## src/rtl/scp_pkg.sv

```systemverilog
package scp_pkg;

  localparam int CMD_W = 8;

  typedef enum logic [1:0] {
    SEL_OFF  = 2'd0,
    SEL_GAIN = 2'd1,
    SEL_CFG  = 2'd2,
    SEL_CONV = 2'd3
  } reg_sel_e;

  typedef struct packed {
    logic     ok;
    logic     wr;
    reg_sel_e sel;
  } cmd_dec_t;

  localparam int BIT_PSS = 31;
  localparam int BIT_PDN = 30;
  localparam int BIT_RST = 29;
  localparam int BIT_RV  = 28;
  localparam int BIT_SHT = 27;
  localparam int BIT_REF = 25;

  function automatic cmd_dec_t decode_cmd(input logic [CMD_W-1:0] b);
    cmd_dec_t d;
    d = '{ok: 1'b1, wr: 1'b0, sel: SEL_OFF};
    case (b)
      8'h01: d = '{ok: 1'b1, wr: 1'b1, sel: SEL_OFF};
      8'h02: d = '{ok: 1'b1, wr: 1'b1, sel: SEL_GAIN};
      8'h03: d = '{ok: 1'b1, wr: 1'b1, sel: SEL_CFG};
      8'h09: d = '{ok: 1'b1, wr: 1'b0, sel: SEL_OFF};
      8'h0A: d = '{ok: 1'b1, wr: 1'b0, sel: SEL_GAIN};
      8'h0B: d = '{ok: 1'b1, wr: 1'b0, sel: SEL_CFG};
      8'h0C: d = '{ok: 1'b1, wr: 1'b0, sel: SEL_CONV};
      default: d.ok = 1'b0;
    endcase
    return d;
  endfunction

endpackage

```

## src/rtl/scp_sync.sv

```systemverilog
module scp_sync #(
  parameter int W      = 3,
  parameter int STAGES = 2
) (
  input  logic         clk,
  input  logic         rst_n,
  input  logic [W-1:0] rst_val,
  input  logic [W-1:0] d,
  output logic [W-1:0] q
);
  logic [W-1:0] chain [STAGES];

  for (genvar s = 0; s < STAGES; s++) begin : g_stage
    always_ff @(posedge clk or negedge rst_n) begin
      if (!rst_n) chain[s] <= rst_val;
      else if (s == 0) chain[s] <= d;
      else chain[s] <= chain[(s == 0) ? 0 : s-1];
    end
  end

  assign q = chain[STAGES-1];
endmodule

```

## src/rtl/scp_engine.sv

```systemverilog
module scp_engine
  import scp_pkg::*;
#(
  parameter int DW = 32
) (
  input  logic          clk,
  input  logic          rst_n,
  input  logic          sclk_s,
  input  logic          cs_n_s,
  input  logic          sdi_s,
  input  logic [DW-1:0] rd_val,
  output logic          wr_en,
  output reg_sel_e      wr_sel,
  output logic [DW-1:0] wr_data,
  output reg_sel_e      rd_sel,
  output logic          rd_cfg,
  output logic          sdo
);
  localparam int CNTW = $clog2(DW);

  typedef enum logic [1:0] {ST_CMD, ST_WR, ST_RD} st_e;

  st_e            state;
  logic [CNTW-1:0] cnt;
  logic [DW-1:0]   sh, tx;
  logic            sclk_d;
  logic            rise, fall, last_cmd, last_dat, load;
  logic [DW-1:0]   sh_nx;
  cmd_dec_t        dec;

  assign rise     = sclk_s & ~sclk_d & ~cs_n_s;
  assign fall     = ~sclk_s & sclk_d & ~cs_n_s;
  assign sh_nx    = {sh[DW-2:0], sdi_s};
  assign dec      = decode_cmd(sh_nx[CMD_W-1:0]);
  assign last_cmd = (cnt == CNTW'(CMD_W-1));
  assign last_dat = (cnt == CNTW'(DW-1));
  assign load     = rise && state == ST_CMD && last_cmd && dec.ok && !dec.wr;
  assign rd_sel   = dec.sel;
  assign rd_cfg   = load && dec.sel == SEL_CFG;

  always_ff @(posedge clk or negedge rst_n) begin
    if (!rst_n) sclk_d <= 1'b0;
    else        sclk_d <= sclk_s;
  end

  always_ff @(posedge clk or negedge rst_n) begin
    if (!rst_n) begin
      state   <= ST_CMD;
      cnt     <= '0;
      sh      <= '0;
      tx      <= '0;
      sdo     <= 1'b0;
      wr_en   <= 1'b0;
      wr_sel  <= SEL_OFF;
      wr_data <= '0;
    end else begin
      wr_en <= 1'b0;
      if (cs_n_s) begin
        state <= ST_CMD;
        cnt   <= '0;
        sdo   <= 1'b0;
      end else begin
        if (rise) begin
          sh <= sh_nx;
          unique case (state)
            ST_CMD: begin
              if (last_cmd) begin
                cnt <= '0;
                if (dec.ok && dec.wr) begin
                  state  <= ST_WR;
                  wr_sel <= dec.sel;
                end else if (dec.ok) begin
                  state <= ST_RD;
                  tx    <= rd_val;
                end
              end else begin
                cnt <= cnt + 1'b1;
              end
            end
            ST_WR: begin
              cnt <= cnt + 1'b1;
              if (last_dat) begin
                state   <= ST_CMD;
                wr_en   <= 1'b1;
                wr_data <= sh_nx;
              end
            end
            ST_RD: begin
              cnt <= cnt + 1'b1;
              if (last_dat) begin
                state <= ST_CMD;
                sdo   <= 1'b0;
              end
            end
            default: state <= ST_CMD;
          endcase
        end else if (fall && state == ST_RD) begin
          sdo <= tx[DW-1];
          tx  <= {tx[DW-2:0], 1'b0};
        end
      end
    end
  end

  // sdo quiet outside a read
  a_r3_sdo_idle: assert property (@(posedge clk) disable iff (!rst_n)
    (state != ST_RD) |-> (sdo == 1'b0));
  // a register write is issued only as the port returns to command mode
  a_r4_wr_at_return: assert property (@(posedge clk) disable iff (!rst_n)
    wr_en |-> (state == ST_CMD && cnt == '0));
  // raised select forces command mode
  a_r11_abort: assert property (@(posedge clk) disable iff (!rst_n)
    cs_n_s |=> (state == ST_CMD && cnt == '0 && !wr_en));
endmodule

```

## src/rtl/scp_regs.sv

```systemverilog
module scp_regs
  import scp_pkg::*;
#(
  parameter int          DW       = 32,
  parameter logic [31:0] CFG_MASK = 32'hFA0F_F800,
  parameter logic [31:0] GAIN_DEF = 32'h0100_0000
) (
  input  logic          clk,
  input  logic          rst_n,
  input  logic          wr_en,
  input  reg_sel_e      wr_sel,
  input  logic [DW-1:0] wr_data,
  input  reg_sel_e      rd_sel,
  input  logic          rd_cfg,
  input  logic [DW-1:0] conv_data,
  output logic [DW-1:0] rd_val,
  output logic [DW-1:0] offset_q,
  output logic [DW-1:0] gain_q,
  output logic [DW-1:0] cfg_q
);
  localparam logic [DW-1:0] RV_M   = DW'(1) << BIT_RV;
  localparam logic [DW-1:0] RST_M  = DW'(1) << BIT_RST;
  localparam logic [DW-1:0] MASK   = DW'(CFG_MASK);
  localparam logic [DW-1:0] WMASK  = MASK & ~RV_M;

  always_ff @(posedge clk or negedge rst_n) begin
    if (!rst_n) begin
      offset_q <= '0;
      gain_q   <= DW'(GAIN_DEF);
      cfg_q    <= '0;
    end else begin
      if (wr_en) begin
        unique case (wr_sel)
          SEL_OFF:  offset_q <= wr_data;
          SEL_GAIN: gain_q   <= wr_data;
          SEL_CFG: begin
            if (wr_data[BIT_RST]) begin
              offset_q <= '0;
              gain_q   <= DW'(GAIN_DEF);
              cfg_q    <= RST_M | RV_M;
            end else if (cfg_q[BIT_RST]) begin
              cfg_q <= cfg_q & RV_M;
            end else begin
              cfg_q <= (wr_data & WMASK) | (cfg_q & RV_M);
            end
          end
          default: ;
        endcase
      end
      if (rd_cfg) cfg_q[BIT_RV] <= 1'b0;
    end
  end

  always_comb begin
    unique case (rd_sel)
      SEL_OFF:  rd_val = offset_q;
      SEL_GAIN: rd_val = gain_q;
      SEL_CFG:  rd_val = cfg_q;
      default:  rd_val = conv_data;
    endcase
  end

  // unimplemented bits never hold a one
  a_r5_unused_zero: assert property (@(posedge clk) disable iff (!rst_n)
    (cfg_q & ~MASK) == '0);
  // reset bit stands alone
  a_r7_rst_alone: assert property (@(posedge clk) disable iff (!rst_n)
    cfg_q[BIT_RST] |-> ((cfg_q & ~(RST_M | RV_M)) == '0));
  // reset write restores defaults
  a_r7_defaults: assert property (@(posedge clk) disable iff (!rst_n)
    (wr_en && wr_sel == SEL_CFG && wr_data[BIT_RST]) |=>
      (offset_q == '0 && gain_q == DW'(GAIN_DEF) && cfg_q == (RST_M | RV_M)));
  // configuration read drops reset-valid
  a_r9_rv_clear: assert property (@(posedge clk) disable iff (!rst_n)
    rd_cfg |=> !cfg_q[BIT_RV]);
endmodule

```

## src/rtl/conv_ctrl_port.sv

```systemverilog
module conv_ctrl_port
  import scp_pkg::*;
#(
  parameter int          DW       = 32,
  parameter int          SYNC_N   = 2,
  parameter logic [31:0] CFG_MASK = 32'hFA0F_F800,
  parameter logic [31:0] GAIN_DEF = 32'h0100_0000
) (
  input  logic          clk,
  input  logic          rst_n,
  input  logic          sclk,
  input  logic          cs_n,
  input  logic          sdi,
  output logic          sdo,
  input  logic [DW-1:0] conv_data,
  output logic [DW-1:0] offset_o,
  output logic [DW-1:0] gain_o,
  output logic [DW-1:0] cfg_o
);
  logic [2:0]    pins_s;
  logic          wr_en, rd_cfg;
  reg_sel_e      wr_sel, rd_sel;
  logic [DW-1:0] wr_data, rd_val;

  scp_sync #(.W(3), .STAGES(SYNC_N)) u_sync (
    .clk(clk), .rst_n(rst_n), .rst_val(3'b010),
    .d({sclk, cs_n, sdi}), .q(pins_s)
  );

  scp_engine #(.DW(DW)) u_eng (
    .clk(clk), .rst_n(rst_n),
    .sclk_s(pins_s[2]), .cs_n_s(pins_s[1]), .sdi_s(pins_s[0]),
    .rd_val(rd_val), .wr_en(wr_en), .wr_sel(wr_sel), .wr_data(wr_data),
    .rd_sel(rd_sel), .rd_cfg(rd_cfg), .sdo(sdo)
  );

  scp_regs #(.DW(DW), .CFG_MASK(CFG_MASK), .GAIN_DEF(GAIN_DEF)) u_regs (
    .clk(clk), .rst_n(rst_n),
    .wr_en(wr_en), .wr_sel(wr_sel), .wr_data(wr_data),
    .rd_sel(rd_sel), .rd_cfg(rd_cfg), .conv_data(conv_data),
    .rd_val(rd_val), .offset_q(offset_o), .gain_q(gain_o), .cfg_q(cfg_o)
  );
endmodule

```

## config.mk

```make
export PLATFORM = sky130hd
export DESIGN_NAME = conv_ctrl_port
export DESIGN_NICKNAME = d
export VERILOG_FILES = /design/src/rtl/scp_pkg.sv /design/src/rtl/scp_sync.sv /design/src/rtl/scp_engine.sv /design/src/rtl/scp_regs.sv /design/src/rtl/conv_ctrl_port.sv
export SDC_FILE = /design/constraint.sdc
export NUM_CORES = 1
export LEC_CHECK = 0
export CAP_MARGIN = 20
export CORE_ASPECT_RATIO = 1.5
export CORE_MARGIN = 4
export CORE_UTILIZATION = 45
export CTS_BUF_LIST = sky130_fd_sc_hd__clkbuf_4 sky130_fd_sc_hd__clkbuf_8 sky130_fd_sc_hd__clkbuf_16
export CTS_CLUSTER_DIAMETER = 100
export DETAILED_ROUTE_END_ITERATION = 16
export PLACE_DENSITY = 0.71
export RECOVER_POWER = 50
export SETUP_SLACK_MARGIN = 0.05
export SLEW_MARGIN = 20
export SYNTH_ARGS = -nofsm -noshare
export SYNTH_HDL_FRONTEND = slang
export SYNTH_SLANG_ARGS = --single-unit
```

## constraint.sdc

```tcl
create_clock -name clk -period 2.6 [get_ports clk]
set_input_delay 0.65 -clock clk [delete_from_list [all_inputs] [get_ports clk]]
set_output_delay 0.65 -clock clk [all_outputs]
set_load 0.02 [all_outputs]
```

==> results of run 1 <==
[cell usage in the layout (no fill, tap or decap), types with 9 or more instances in the layout]
cell	netlist	routed
a21o_1	9	9
nand2_1	238	237
nor2_1	33	33
a22o_1	19	19
mux2_2	34	34
a221o_1	16	16
buf_4	20	16
or3_1	9	9
conb_1	1	17
clkdlybuf4s50_1	0	112
clkbuf_16	0	17
o21ai_0	114	114
dfrtp_1	189	189
a21oi_1	38	38
inv_1	9	9
[sequential cells by signal, indices dropped and copies added (netlist names)]
register         cells
u_eng.tx            32
u_regs.offset_q     32
u_eng.wr_en          1
u_eng.cnt            5
u_eng.sclk_d         1
u_eng.state          2
u_sync.chain         3
u_sync.q             3
u_eng.sdo            1
u_eng.sh            31
u_regs.gain_q       32
u_regs.cfg_q        15
u_eng.wr_data       32
u_eng.wr_sel         2
[critical path: stages (launching register included)]
cell and delay, ns:
dfrtp_1 0.38, ha_1 0.18, and3_1 0.17, ha_1 0.20, and3_1 0.17, clkbuf_2 0.71
mux2_2 0.42
[path summary, 6_finish.rpt]
path | start | end | depth (start not counted)
setup / recovery | u_eng.cnt[1] | u_eng.wr_data[11] | 6
hold / removal | u_sync.chain[3] | u_sync.q[0] | 0
setup reg to reg | u_eng.cnt[1] | u_eng.wr_data[11] | 6
hold reg to reg | u_sync.chain[3] | u_sync.q[0] | 0
max in group asynchronous | rst_n | u_eng.tx[0] | 2
min in group asynchronous | rst_n | u_regs.cfg_q[15] | 1
[through the flow]
stage / total power, mW / std cells / instance area [um2] / hold WS (ns) / util (%)
2_1_floorplan: 4.15 / 887 / 8600 / 0.331 / -
3_3_place_gp: 4.50 / 1205 / 10000 / 0.335 / 53.8
3_5_place_dp: 4.53 / 1205 / 10000 / 0.336 / 53.8
4_1_cts: 7.19 / 1237 / 10600 / 0.159 / 57.0
5_1_grt: 7.46 / 1237 / 10600 / 0.360 / 56.7
6_report: 7.14 / 1237 / 10600 / 0.349 / 56.7
[cell type report]
class | count | area, um2
clock buffers | 18 | 439
clock inverters | 14 | 164
fillers | 1671 | 8070
inverters | 9 | 33.8
multi-input cells | 609 | 3410
flip-flops and latches | 192 | 4810
well taps | 252 | 315
repair buffers | 143 | 1390
[Yosys cell counts, drive strengths merged (2+ instances only)]
cell / n / share of area [%]
a22o: 19 / 1.9
nand3: 4 / 0.23
xnor2: 2 / 0.21
inv: 9 / 0.40
dfrtp: 189 / 55
clkbuf: 43 / 1.9
o221ai: 7 / 0.72
o21ai: 116 / 6.8
ha: 5 / 0.73
nor2b: 6 / 0.44
a222oi: 8 / 0.94
mux2: 34 / 4.5
nand2: 239 / 11
nand2b: 5 / 0.37
nor2: 34 / 1.7
a221o: 16 / 1.9
or3: 9 / 0.66
buf: 34 / 2.6
a31oi: 2 / 0.15
nor4: 2 / 0.15
a21oi: 40 / 2.4
dfstp: 3 / 0.92
a21o: 9 / 0.79
a31o: 2 / 0.21
and3: 2 / 0.15
mux2i: 6 / 0.70
nor3: 3 / 0.31
a2bb2oi: 7 / 0.72
[cell families (layout without fill, tap and decap cells)]
group	after synthesis	in the layout	share of synthesized area [%]
buffers and inverters	86	184	4.91
xor gates and xnor gates	3	3	0.308
DFF	192	192	56.3
AOI/OAI and AO/OA	234	234	17.3
other	1	17	0.0439
and+or+nand+nor	310	310	15.2
adders and majority gates	5	5	0.732
muxes	40	40	5.18
[power groups by stage]
| stage | Combinational [mW] | Sequential (mW) | Clock (mW) |
|---|---|---|---|
| global route | 1.13 | 3.50 | 2.83 |
| global placement | 0.985 | 3.51 | 0 |
| finish | 1.00 | 3.47 | 2.66 |
| floorplan | 0.722 | 3.43 | 0 |
| detailed placement | 1.02 | 3.52 | 0 |
| CTS | 1.02 | 3.47 | 2.71 |
[metal layers]
metal	vias up	wire, um	GRT usage, %
li1	3175	-	-
met1	3233	9270	27.6
met2	187	12100	38.9
met3	22	985	3.68
met4	0	386	6.19
met5	-	0	0
==> qor.csv, run 1 <==
metric;value;unit
ys_ff_latch;192;
gp_congestion;0.909;
grt_setup_unrepaired;no;
postCtsSetupRepairBufs;0;
grt_pass1_vias;6786;
cts_made_buffers;17;
routed_wl;22.7;mm
crit_required;2.90;ns
drc;0;
cts_buffer_depth;2;
timing.fmax;423;MHz
drtIter0Drc;602;
path_max_fanout;33;
synth_area;8540;um2
outcome;completed;
htreeDepth;4;
final_layout_size_suffix_gt1_share;11.0;%
layout_min_cycle_time;2.37;ns
synth-edff-count;0;
setup_tns;0;ns
clkPwrFrac;37.3;%
ant_nets;0;
tritoncts;done;
antenna_found_initial;0;
cp-start-kind;flop;
nNetsFinal;1014;
synth-async-reset-ratio;100;%
synth-seq-area-share;56.3;%
pwr-share-seq;48.6;%
final.setup.worst_slack;0.234;ns
route.vias.total;6617;
clkLatencyLatePin;0.43;ns
timing.max_cap.violations;0;
io_pins;134;
port_buffers;116;
ys_warn_count;0;
wl_per_cell;18.3;um
finalSetupViolations;0;
grt_pass1_wl;36.8;mm
first_pass_iters;5;
core;18600;um2
overflow;0;
holdBufCountCts;0;
crit_arrival;2.67;ns
synthFlopType;dfrtp_1;
initial_utilization;45.9;%
post-place-ws;0.388;ns
groute.usage.overall;21.9;%
fp.dieW;121;um
max-vdd-ir-drop;0.397;mV
worstSetupPathType;reg2reg;
pwr-share-comb;14.1;%
report.final.slew_viol_count;0;
diodes;0;
synth_area_per_cell;9.81;um2
internal_power;5.03;mW
p_switching;2.11;mW
clock-sinks;192;
syn_to_final_growth;23.6;%
syn_inst;871;
cts_resized;0;
period_share;91.0;%
hold_viol_final;0;
p_per_area;676;nW/um2
p_sw_share;29.5;%
worstHoldPathType;reg2reg;
crit_path_end_kind;flop;
reg2reg_slack;0.23;ns
dieArea;21300;um2
cts_root_buffer;clkbuf_16;
power_leakage;4.76;nW
dpl.hpwl;16.4;mm
ys_types;53;
worst_pin_slew;1.16;ns
grt_max_degree;60;
skew;0.00960;ns
relSlewSlack;22.5;%
die_h;177;um
clkSlewWorstSetupHoldPaths;0.07;ns
row_count;61;
viasPerCell;5.35;
Power figures use the tool's default switching activity.
==> run 2: changes to the inputs <==
CAP_MARGIN = default   (was 20)
==> results of run 2 <==
Same layout as run 1: the final DEF is identical, and so are final timing and power.
